**src/rtl/radio_seq_pkg.sv**
```systemverilog
// Shared parameters and state encoding for the radio sequencer.
// Assumes a single synchronous clock domain; the state code values are visible at the top ports.
package radio_seq_pkg;
    localparam int DLY_W   = 8;
    localparam int STATE_W = 4;

    typedef enum logic [STATE_W-1:0] {
        ST_OFF      = 4'd0,
        ST_PWRON    = 4'd1,
        ST_INIT     = 4'd2,
        ST_IDLE     = 4'd3,
        ST_SLEEP    = 4'd4,
        ST_WAKE     = 4'd5,
        ST_TX_START = 4'd6,
        ST_TX_SYNC  = 4'd7,
        ST_TX_PAON  = 4'd8,
        ST_TX_DATA  = 4'd9,
        ST_TX_DONE  = 4'd10,
        ST_RX_START = 4'd11,
        ST_RX_SYNC  = 4'd12,
        ST_RX_DATA  = 4'd13,
        ST_RX_DONE  = 4'd14
    } seq_state_e;
endpackage

```
**src/rtl/rsq_us_prescaler.sv**
```systemverilog
// Microsecond tick generator: divides the system clock by CLK_PER_US.
// Assumes CLK_PER_US >= 1. The restart input realigns the phase so a new wait starts a fresh microsecond.
module rsq_us_prescaler #(
    parameter int CLK_PER_US = 12
) (
    input  logic clk,
    input  logic rst_n,
    input  logic restart,
    output logic tick
);
    localparam int PW = (CLK_PER_US > 1) ? $clog2(CLK_PER_US) : 1;
    localparam logic [PW-1:0] LAST = PW'(CLK_PER_US - 1);

    logic [PW-1:0] phase;

    // Phase counter: wraps at LAST, cleared on reset or restart.
    always_ff @(posedge clk) begin
        if (!rst_n) begin
            phase <= '0;
        end else if (restart || phase == LAST) begin
            phase <= '0;
        end else begin
            phase <= phase + 1'b1;
        end
    end

    assign tick = (phase == LAST);
endmodule

```
**src/rtl/rsq_settle_timer.sv**
```systemverilog
// Microsecond countdown for the settle waits.
// A load in cycle t makes the wait begin in cycle t+1. The wait is expired in its last cycle:
// after N*CLK_PER_US cycles, or at once when N is 0. It assumes that the prescaler restarts with the load.
module rsq_settle_timer #(
    parameter int DLY_W = 8
) (
    input  logic             clk,
    input  logic             rst_n,
    input  logic             load,
    input  logic [DLY_W-1:0] load_val,
    input  logic             tick,
    output logic             expired
);
    logic [DLY_W-1:0] remain;

    // Remaining-microsecond register: loaded at the start of a wait, counted down on ticks.
    always_ff @(posedge clk) begin
        if (!rst_n) begin
            remain <= '0;
        end else if (load) begin
            remain <= load_val;
        end else if (tick && remain != '0) begin
            remain <= remain - 1'b1;
        end
    end

    assign expired = (remain == '0) || (remain == DLY_W'(1) && tick);
endmodule

```
**src/rtl/rsq_state_fsm.sv**
```systemverilog
// Sequencing state machine for power-up, sleep, transmit and receive.
// Assumes the control inputs are synchronous to clk. Transmit has priority over receive, and receive over sleep.
module rsq_state_fsm
    import radio_seq_pkg::*;
#(
    parameter int DW = DLY_W
) (
    input  logic          clk,
    input  logic          rst_n,
    input  logic          tx_en,
    input  logic          rx_en,
    input  logic          sleep_req,
    input  logic          ss_n,
    input  logic          tx_done,
    input  logic          rx_done,
    input  logic [DW-1:0] tx_sync_us,
    input  logic [DW-1:0] tx_pa_us,
    input  logic [DW-1:0] rx_sync_us,
    input  logic          wait_expired,
    output logic          wait_load,
    output logic [DW-1:0] wait_val,
    output seq_state_e    state
);
    seq_state_e nxt;

    // State register: synchronous reset forces the radio off.
    always_ff @(posedge clk) begin
        if (!rst_n) begin
            state <= ST_OFF;
        end else begin
            state <= nxt;
        end
    end

    // Next-state selection.
    always_comb begin
        nxt = state;
        unique case (state)
            ST_OFF:      nxt = ST_PWRON;
            ST_PWRON:    nxt = ST_INIT;
            ST_INIT:     nxt = ST_IDLE;
            ST_IDLE: begin
                if (tx_en)                  nxt = ST_TX_START;
                else if (rx_en)             nxt = ST_RX_START;
                else if (sleep_req && ss_n) nxt = ST_SLEEP;
            end
            ST_SLEEP:    if (!ss_n) nxt = ST_WAKE;
            ST_WAKE:     nxt = ST_IDLE;
            ST_TX_START: nxt = ST_TX_SYNC;
            ST_TX_SYNC:  if (wait_expired) nxt = ST_TX_PAON;
            ST_TX_PAON:  if (wait_expired) nxt = ST_TX_DATA;
            ST_TX_DATA:  if (tx_done || !tx_en) nxt = ST_TX_DONE;
            ST_TX_DONE:  nxt = ST_IDLE;
            ST_RX_START: nxt = ST_RX_SYNC;
            ST_RX_SYNC:  if (wait_expired) nxt = ST_RX_DATA;
            ST_RX_DATA:  if (rx_done || !rx_en) nxt = ST_RX_DONE;
            ST_RX_DONE:  nxt = ST_IDLE;
            default:     nxt = ST_OFF;
        endcase
    end

    // Wait loading: arms the settle timer on the cycle before each wait state.
    always_comb begin
        wait_load = 1'b0;
        wait_val  = '0;
        if (state == ST_TX_START) begin
            wait_load = 1'b1;
            wait_val  = tx_sync_us;
        end else if (state == ST_TX_SYNC && wait_expired) begin
            wait_load = 1'b1;
            wait_val  = tx_pa_us;
        end else if (state == ST_RX_START) begin
            wait_load = 1'b1;
            wait_val  = rx_sync_us;
        end
    end
endmodule

```
**src/rtl/rsq_out_decode.sv**
```systemverilog
// Decodes the sequencer state into section enables and the packet flag.
// It holds no state of its own, so the outputs follow the state register in the same cycle.
module rsq_out_decode
    import radio_seq_pkg::*;
(
    input  seq_state_e         state,
    output logic               synth_en,
    output logic               pa_en,
    output logic               tx_path_en,
    output logic               rx_path_en,
    output logic               pkt_flag,
    output logic [STATE_W-1:0] state_code
);
    // Enable decode per state.
    always_comb begin
        synth_en   = !(state inside {ST_OFF, ST_SLEEP, ST_IDLE});
        pa_en      = state inside {ST_TX_PAON, ST_TX_DATA, ST_TX_DONE};
        tx_path_en = (state == ST_TX_DATA);
        rx_path_en = (state == ST_RX_DATA);
        pkt_flag   = state inside {ST_TX_DATA, ST_TX_DONE, ST_RX_DATA, ST_RX_DONE};
        state_code = state;
    end
endmodule

```
**src/rtl/radio_seq_ctrl.sv**
```systemverilog
// Top of the radio power and packet sequencer.
// It connects the prescaler, the settle timer, the state machine and the output decode.
// Assumes a 12 MHz clk by default (CLK_PER_US) and control inputs that are synchronous to it.
module radio_seq_ctrl
    import radio_seq_pkg::*;
#(
    parameter int CLK_PER_US = 12
) (
    input  logic               clk,
    input  logic               rst_n,
    input  logic               tx_en,
    input  logic               rx_en,
    input  logic               sleep_req,
    input  logic               ss_n,
    input  logic               tx_done,
    input  logic               rx_done,
    input  logic [DLY_W-1:0]   tx_sync_us,
    input  logic [DLY_W-1:0]   tx_pa_us,
    input  logic [DLY_W-1:0]   rx_sync_us,
    output logic               synth_en,
    output logic               pa_en,
    output logic               tx_path_en,
    output logic               rx_path_en,
    output logic               pkt_flag,
    output logic [STATE_W-1:0] state_code
);
    logic             us_tick;
    logic             wait_load;
    logic [DLY_W-1:0] wait_val;
    logic             wait_expired;
    seq_state_e       state;

    rsq_us_prescaler #(.CLK_PER_US(CLK_PER_US)) u_presc (
        .clk     (clk),
        .rst_n   (rst_n),
        .restart (wait_load),
        .tick    (us_tick)
    );

    rsq_settle_timer #(.DLY_W(DLY_W)) u_timer (
        .clk      (clk),
        .rst_n    (rst_n),
        .load     (wait_load),
        .load_val (wait_val),
        .tick     (us_tick),
        .expired  (wait_expired)
    );

    rsq_state_fsm #(.DW(DLY_W)) u_fsm (
        .clk          (clk),
        .rst_n        (rst_n),
        .tx_en        (tx_en),
        .rx_en        (rx_en),
        .sleep_req    (sleep_req),
        .ss_n         (ss_n),
        .tx_done      (tx_done),
        .rx_done      (rx_done),
        .tx_sync_us   (tx_sync_us),
        .tx_pa_us     (tx_pa_us),
        .rx_sync_us   (rx_sync_us),
        .wait_expired (wait_expired),
        .wait_load    (wait_load),
        .wait_val     (wait_val),
        .state        (state)
    );

    rsq_out_decode u_dec (
        .state      (state),
        .synth_en   (synth_en),
        .pa_en      (pa_en),
        .tx_path_en (tx_path_en),
        .rx_path_en (rx_path_en),
        .pkt_flag   (pkt_flag),
        .state_code (state_code)
    );
endmodule

```
**config.mk**
```make
export PLATFORM = sky130hd
export DESIGN_NAME = radio_seq_ctrl
export DESIGN_NICKNAME = d
export VERILOG_FILES = /design/src/rtl/radio_seq_pkg.sv /design/src/rtl/rsq_us_prescaler.sv /design/src/rtl/rsq_settle_timer.sv /design/src/rtl/rsq_state_fsm.sv /design/src/rtl/rsq_out_decode.sv /design/src/rtl/radio_seq_ctrl.sv
export SDC_FILE = /design/constraint.sdc
export NUM_CORES = 1
export LEC_CHECK = 0
export CORE_MARGIN = 2
export CORE_UTILIZATION = 50
export CTS_CLUSTER_SIZE = 8
export DETAILED_ROUTE_END_ITERATION = 6
export DONT_BUFFER_PORTS = 1
export MAX_ROUTING_LAYER = met4
export PLACE_DENSITY = 0.64
export SETUP_SLACK_MARGIN = 0.05
export SYNTH_ARGS = -nofsm -noshare
export SYNTH_HDL_FRONTEND = slang
export SYNTH_SLANG_ARGS = --single-unit
export TNS_END_PERCENT = 50
```
**constraint.sdc**
```tcl
create_clock -name clk -period 2.7 [get_ports clk]
set_input_delay 0.27 -clock clk [delete_from_list [all_inputs] [get_ports clk]]
set_output_delay 0.27 -clock clk [all_outputs]
set_load 0.05 [all_outputs]
```
==> summary.md, run 1 <==
| Metric | Value |
|---|---|
| Status | completed |
| Layout cells sized above 1 | between 10% and 20% |
| Die boundary height | 55.24 um |
| Seq/Total Area, Yosys | between 20% and 30% |
| Number of nets at the end of the flow | 201 |
| Iteration-0 DRC count of the detailed router | between 60 and 70 |
| Number of sinks on the clock net | 16 |
| Initial cell density of the core | about 53% |
| Class of the tightest hold or removal check | in2reg |
| Vias in the first global route | about 1100 |
| Num ports | 41 |
| Area of the core region | around 2500 sq um |
| Number of placement rows | 18 |
| Number of buffers created by CTS | 3 |
| Initial antenna violation count | 0 |
| RSZ-0062 raised after global routing | no |
| Number of antenna repair diodes | 0 |
| Iteration count of the initial detailed-routing pass | 4 |
| Largest cells by area after synthesis | sky130_fd_sc_hd__dfxtp_1 (24%), sky130_fd_sc_hd__nor2_1 (4.6%), sky130_fd_sc_hd__ha_1 (3.8%), sky130_fd_sc_hd__a22o_1 (3.3%), sky130_fd_sc_hd__nand2_1 (3.1%) |
| Total routing usage reported by global routing | about a fifth |
| Horizontal extent of the die | around 55 um |
| Setup CP Type | reg2reg |
| Post CTS Setup Buffer Count | 0 |
| Data arrival at the endpoint of the critical path | 2.36 ns |
| Overall power after layout | 595.9 uW |
| Count of distinct cell types in the synthesized netlist | 56 |
| Clock latency of the later-clocked register in the worst-skew pair | 0.28 ns |
| Largest vdd supply drop | ~0.32 mV |
| Area share of the leading cell type in the synthesized netlist | between 20% and 30% |
| Count of yosys warnings during synthesis | 0 |
| Mean instance size in the synthesized netlist | 8.203 sq um |
| Relative slew slack | between 60% and 70% |
| Max clock buf depth | 2 |
| Fraction of registers with async set or reset after synthesis | 0% |
| Upper clock frequency limit | 469.4 MHz |
| CTS root buffer | sky130_fd_sc_hd__clkbuf_4 |
| Leakage power | 0.5578 nW |
| Crit path required time | around 3 ns |
| Vias per cell | ~6.5 |
| Post-Synthesis Cells | 160 |
| Shortest clock period the worst path allows after layout | roughly 2.1 ns |
| Final-report setup violation count | 0 |
| Number of remaining DRC errors | 0 |
| Routed wire length | ~3.2 mm |
| Clock Skews | 0.004370 ns |
| MaxCap Viol Count | 0 |
| Cell type contributing the most total cell area after synthesis | sky130_fd_sc_hd__dfxtp_1 |
| Max Transition Viols Final | 0 |
| Number of levels in the clock H-tree | 1 |
| List of most frequent post-synthesis cells | sky130_fd_sc_hd__dfxtp_1 (16), sky130_fd_sc_hd__nor2_1 (16), sky130_fd_sc_hd__nand2_1 (11) |
| Primary FF master, synth | sky130_fd_sc_hd__dfxtp_1 |
| Largest fanout on the critical path | 9 |
| CTS tree | yes |
| Number of vias after detailed routing | 1252 |
| Post-Syn Nets | around 200 |
| Slew of the pin with the lowest slew margin | between 0.5 and 0.6 ns |
| Power per standard cell area | around 420 nW/um^2 |
| Antenna-violating nets left | 0 |
| Seq cells post-synth | 16 |
| Estimated wirelength of the detail-placed design | 2.474 mm |
| Pin count of the biggest net entering global routing | 21 |
| Area of the die | 3051 sq um |
| Final estimated routing congestion in global placement | roughly 0.84 |
| CP Launch Type | flip-flop |
| IO Port Bufs | 0 |
| Avg WL per Cell | 16.56 um |
| Internal reg-to-reg setup slack | roughly 0.57 ns |
| Grt total ovfl | 0 |
| Fraction of the cycle the final worst path needs | about 79% |
| Post-route setup TNS | 0 ns |
| # fillers | ~250 |
| Post-cts hold buffer count | 0 |
| Final Hold Violating Endpoints | 0 |
| Critical Path Sink Type | flip-flop |
| Number of gates resized after CTS | 0 |
| Post-synth EDFFs | 0 |
| Netlist area before placement | 1313 sq um |
| Clock-pin slew reported for the worst setup and hold paths after clock tree synthesis | around 0.090 ns |
| Wire length of the first global-routing pass | roughly 5.2 mm |
| Area Overhead vs Synth | 7.150% |
-- flip-flops by register name, indices dropped and copies added (netlist names) --
name and cells:
u_timer.remain 8, u_presc.phase 4, u_fsm.state 4
-- power breakdown --
part / internal [mW] / switching [mW] / total, mW / leakage, nW
combinational: 0.0770 / 0.128 / 0.205 / 0.414
sequential: 0.251 / 0.0159 / 0.267 / 0.130
clock: 0.0517 / 0.0716 / 0.123 / 0.0138
-- kinds of logic after synthesis --
group	synth area share [%]
adder cells (fa/ha/maj)	3.813
buffers and inverters	4.289
AO/OA/AOI/OAI	33.75
AND/OR/NAND/NOR	30.22
XOR/XNOR	2.002
flip-flops	24.40
multiplexers	1.525
-- worst max-delay path, stage by stage, from the launching register on --
cell and delay (ns):
sky130_fd_sc_hd__dfxtp_1 0.37, sky130_fd_sc_hd__or4_4 0.58, sky130_fd_sc_hd__a211o_4 0.36, sky130_fd_sc_hd__o21a_4 0.26
sky130_fd_sc_hd__o21ai_0 0.23, sky130_fd_sc_hd__o221a_1 0.28
-- cell type report --
class	count	area (sq um)	share of cell area (%)
tap	30	37.54	2.669
timing repair buffer	9	67.56	4.804
multi-input combinational	129	935.9	66.55
inverter	6	22.52	1.601
clock buffer	3	22.52	1.601
sequential	16	320.3	22.78
-- layout by cell type (no fill, tap or decap), drive strengths merged, types with 3 or more instances in the layout --
master / n
ha: 4
nor3: 6
buf: 9
and3: 3
o31ai: 3
nor2b: 5
nand2b: 5
nand3b: 3
nor2: 16
dfxtp: 16
and3b: 4
clkbuf: 3
a22o: 5
nand2: 11
a2111oi: 3
a222oi: 3
a21oi: 6
a22oi: 5
inv: 6
o21ai: 8
nor3b: 3
-- layer usage --
metal	track usage, %	share of wire, %	up-vias	routed length (um)
met4	5.226	0.97	0	31
met1	29.34	46	570	1469
met3	4.215	9.0	4	289
li1	-	-	620	-
met2	32.14	44	58	1407
met5	-	0	-	0
-- final timing paths --
kind,depth (start not counted),endpoint,startpoint
worst min-delay path,2,u_timer.remain[1]$_SDFFE_PN0P_,rst_n
worst min register to register,1,u_presc.phase[0]$_SDFF_PP0_,u_presc.phase[0]$_SDFF_PP0_
worst max register to register,5,u_timer.remain[6]$_SDFFE_PN0P_,u_timer.remain[4]$_SDFFE_PN0P_
worst max-delay path,5,u_timer.remain[6]$_SDFFE_PN0P_,u_timer.remain[4]$_SDFFE_PN0P_
-- metrics by stage --
step	area [sq um]	setup WS [ns]	util [%]	hold WS [ns]	cells
floorplan	1313	0.2088	-	0.4153	160
global placement	1384	0.6295	55.86	0.4018	190
detailed placement	1384	0.5984	55.86	0.4063	190
CTS	1406	0.5782	56.77	0.1048	193
global route	1406	0.3714	56.77	0.1038	193
finish	1406	0.5697	56.77	0.1179	193
Power figures use the tool's default switching activity.
==> inputs of run 2 (changes only) <==
==> constraint.sdc (replaced) <==
create_clock -name clk -period 2.2 [get_ports clk]
set_input_delay 0.22 -clock clk [delete_from_list [all_inputs] [get_ports clk]]
set_output_delay 0.22 -clock clk [all_outputs]
set_load 0.05 [all_outputs]
==> run 2 against run 1 <==
Critical endpoint unchanged. Largest power group unchanged. Largest cell class unchanged. Register-to-register slack worse by 0.43 ns. Wire length is 3.4% higher. Clock skew is 0.00080 ns lower. First-iteration DRC count is 12% lower.
==> summary.md, run 2 (synthesis gave the netlist of run 1 again) <==
| Metric | Value |
|---|---|
| Number of levels in the clock H-tree | 1 (unchanged) |
| Iteration count of the initial detailed-routing pass | 4 (unchanged) |
| Hold slack final | 0.04241 ns (was 0.1179 ns) |
| Clock-pin slew reported for the worst setup and hold paths after clock tree synthesis | 0.10 ns (was 0.09 ns) |
| Slew of the pin with the lowest slew margin | 0.4979 ns (was 0.5919 ns) |
| Number of sinks on the clock net | 16 (unchanged) |
| Largest vdd supply drop | 0.3881 mV (was 0.3182 mV) |
| Max Transition Viols Final | 0 (unchanged) |
| Avg WL per Cell | 16.54 um (was 16.56 um) |
| Number of vias after detailed routing | 1306 (was 1252) |
| Clock Skews | 0.003569 ns (was 0.004370 ns) |
| CP Cell Sequence | or4_4 -> a211o_4 -> o21a_4 -> and3_4 -> o221a_1 (was or4_4 -> a211o_4 -> o21a_4 -> o21ai_0 -> o221a_1) |
| CP Launch Type | flip-flop (unchanged) |
| Vias per cell | 6.530 (was 6.487) |
| Cell area after placement | 1426 sq um (was 1384 sq um) |
| IO Port Bufs | 0 (unchanged) |
| Horizontal extent of the die | 55.24 um (unchanged) |
| CTS root buffer | sky130_fd_sc_hd__clkbuf_4 (unchanged) |
| Die boundary height | 55.24 um (unchanged) |
| Class of the tightest hold or removal check | in2reg (unchanged) |
| Post-cts hold buffer count | 0 (unchanged) |
| Shortest clock period the worst path allows after layout | 2.061 ns (was 2.130 ns) |
| Routed wire length | 3.307 mm (was 3.197 mm) |
| Largest stage delay on the critical path | 0.58 ns (about the same) |
| Number of placement rows | 18 (unchanged) |
| Fraction of the cycle the final worst path needs | 93.70% (was 78.90%) |
| Iteration-0 DRC count of the detailed router | 61 (was 69) |
| Wire length of the first global-routing pass | 5.402 mm (was 5.223 mm) |
| Number of remaining DRC errors | 0 (unchanged) |
| # fillers | 241 (was 249) |
| Most flops, register | u_timer.remain (unchanged) |
| Num ports | 41 (unchanged) |
| Highest-count cells in the layout ignoring fill and taps | sky130_fd_sc_hd__nor2_1 (16), sky130_fd_sc_hd__dfxtp_1 (16), sky130_fd_sc_hd__buf_4 (15) (was sky130_fd_sc_hd__nor2_1 (16), sky130_fd_sc_hd__dfxtp_1 (16), sky130_fd_sc_hd__nand2_1 (11)) |
| Final estimated routing congestion in global placement | 0.8328 (was 0.8370) |
| Number of antenna repair diodes | 0 (unchanged) |
| Post-route setup TNS | 0 ns (unchanged) |
| Largest register FFs | 8 (unchanged) |
| Biggest registers after layout | u_timer.remain: 8 flops, u_fsm.state: 4 flops, u_presc.phase: 4 flops (unchanged) |
| Crit path required time | 2.40 ns (was 2.93 ns) |
| Upper clock frequency limit | 485.1 MHz (was 469.4 MHz) |
| RSZ-0062 raised after global routing | yes (was no) |
| Share of the core filled with cells in the final layout | 59.34% (was 56.77%) |
| Layout cells sized above 1 | 19.41% (was 15.34%) |
| Number of buffers created by CTS | 3 (unchanged) |
| Estimated wirelength of the detail-placed design | 2.575 mm (was 2.474 mm) |
| Internal reg-to-reg setup slack | 0.14 ns (was 0.57 ns) |
| Final cell count without fillers | 200 (was 193) |
| Number of nets at the end of the flow | 207 (was 201) |
| Relative slew slack | 66.92% (was 60.54%) |
| Antenna-violating nets left | 0 (unchanged) |
| Largest fanout on the critical path | 9 (unchanged) |
| MaxCap Viol Count | 0 (unchanged) |
| Critical Path Sink Type | flip-flop (unchanged) |
| Leakage power | 0.6004 nW (was 0.5578 nW) |
| CTS tree | yes (unchanged) |
| Slowest stage cell, crit path | sky130_fd_sc_hd__or4_4 (unchanged) |
| Grt total ovfl | 0 (unchanged) |
| Pre-CTS worst setup slack | 0.1151 ns (was 0.5984 ns) |
| Area of all placed cells without fillers | 1470 sq um (was 1406 sq um) |
| Overall power after layout | 795.0 uW (was 595.9 uW) |
| Status | completed (unchanged) |
| Final-report setup violation count | 0 (unchanged) |
| PnR worst setup slack | 0.1385 ns (was 0.5697 ns) |
| Total routing usage reported by global routing | 22.26% (was 21.31%) |
| Area of the core region | 2477 sq um (unchanged) |
| Initial antenna violation count | 0 (unchanged) |
| Vias in the first global route | 1222 (was 1139) |
| Initial cell density of the core | 52.98% (unchanged) |
| Pin count of the biggest net entering global routing | 16 (was 21) |
| Final Hold Violating Endpoints | 0 (unchanged) |
| Clock latency of the later-clocked register in the worst-skew pair | 0.30 ns (was 0.28 ns) |
| Number of placed instances with taps included | 195 (was 190) |
| Data arrival at the endpoint of the critical path | 2.26 ns (was 2.36 ns) |
| Max clock buf depth | 2 (unchanged) |
| Power per standard cell area | 540.8 nW/um^2 (was 423.7 nW/um^2) |
| Area Overhead vs Synth | 12.01% (was 7.150%) |
| Setup CP Type | reg2reg (unchanged) |
| Area of the die | 3051 sq um (unchanged) |
==> run 2: changes by cell type in the layout (fill, tap and decap cells not counted) <==
cell                       before  now
sky130_fd_sc_hd__buf_4          9   15
sky130_fd_sc_hd__clkbuf_8       0    1
sky130_fd_sc_hd__nor3_1         6    5
sky130_fd_sc_hd__nor3_2         0    1
sky130_fd_sc_hd__o21ai_0        7    6
sky130_fd_sc_hd__o21ai_1        1    2
==> run 2: worst paths after layout <==
kind	endpoint	start	cells after the start
worst max-delay path	u_timer.remain[6]$_SDFFE_PN0P_	u_timer.remain[7]$_SDFFE_PN0P_	5
worst min-delay path	u_timer.remain[1]$_SDFFE_PN0P_	rst_n	2
worst max register to register	u_timer.remain[6]$_SDFFE_PN0P_	u_timer.remain[7]$_SDFFE_PN0P_	5
worst min register to register	u_presc.phase[0]$_SDFF_PP0_	u_presc.phase[0]$_SDFF_PP0_	1
==> run 2: cell type report <==
class | count | area [sq um] | share of cell area [%]
multi-input combinational | 129 | 940.9 | 64.00
sequential | 16 | 320.3 | 21.79
tap | 30 | 37.54 | 2.553
inverter | 6 | 22.52 | 1.532
clock buffer | 4 | 36.28 | 2.468
timing repair buffer | 15 | 112.6 | 7.660
==> run 2: where the power goes <==
| group | total (mW) | leakage, nW | switching, mW | internal, mW |
|---|---|---|---|---|
| clock | 0.205 | 0.0210 | 0.104 | 0.101 |
| combinational | 0.260 | 0.449 | 0.158 | 0.101 |
| sequential | 0.330 | 0.130 | 0.0218 | 0.308 |
==> run 2: layer usage <==
metal / vias up / track usage [%] / part of all wire, %
met3: 5 / 3.279 / 7.8
met4: 0 / 6.272 / 1.3
li1: 632 / - / -
met1: 620 / 30.67 / 47
met2: 49 / 34.01 / 44
met5: - / - / 0
==> run 2: repair_timing <==
action | in CTS | in global routing
resized for setup | 0 | 1
buffers inserted | 0 | 1
endpoints found under the setup margin | 0 | 4
==> run 2: worst max-delay path: cells and delay by family, from the launching register on <==
family          cells  cell delay [ns]
flops               1             0.34
compound gates      3             0.85
simple gates        2             0.77
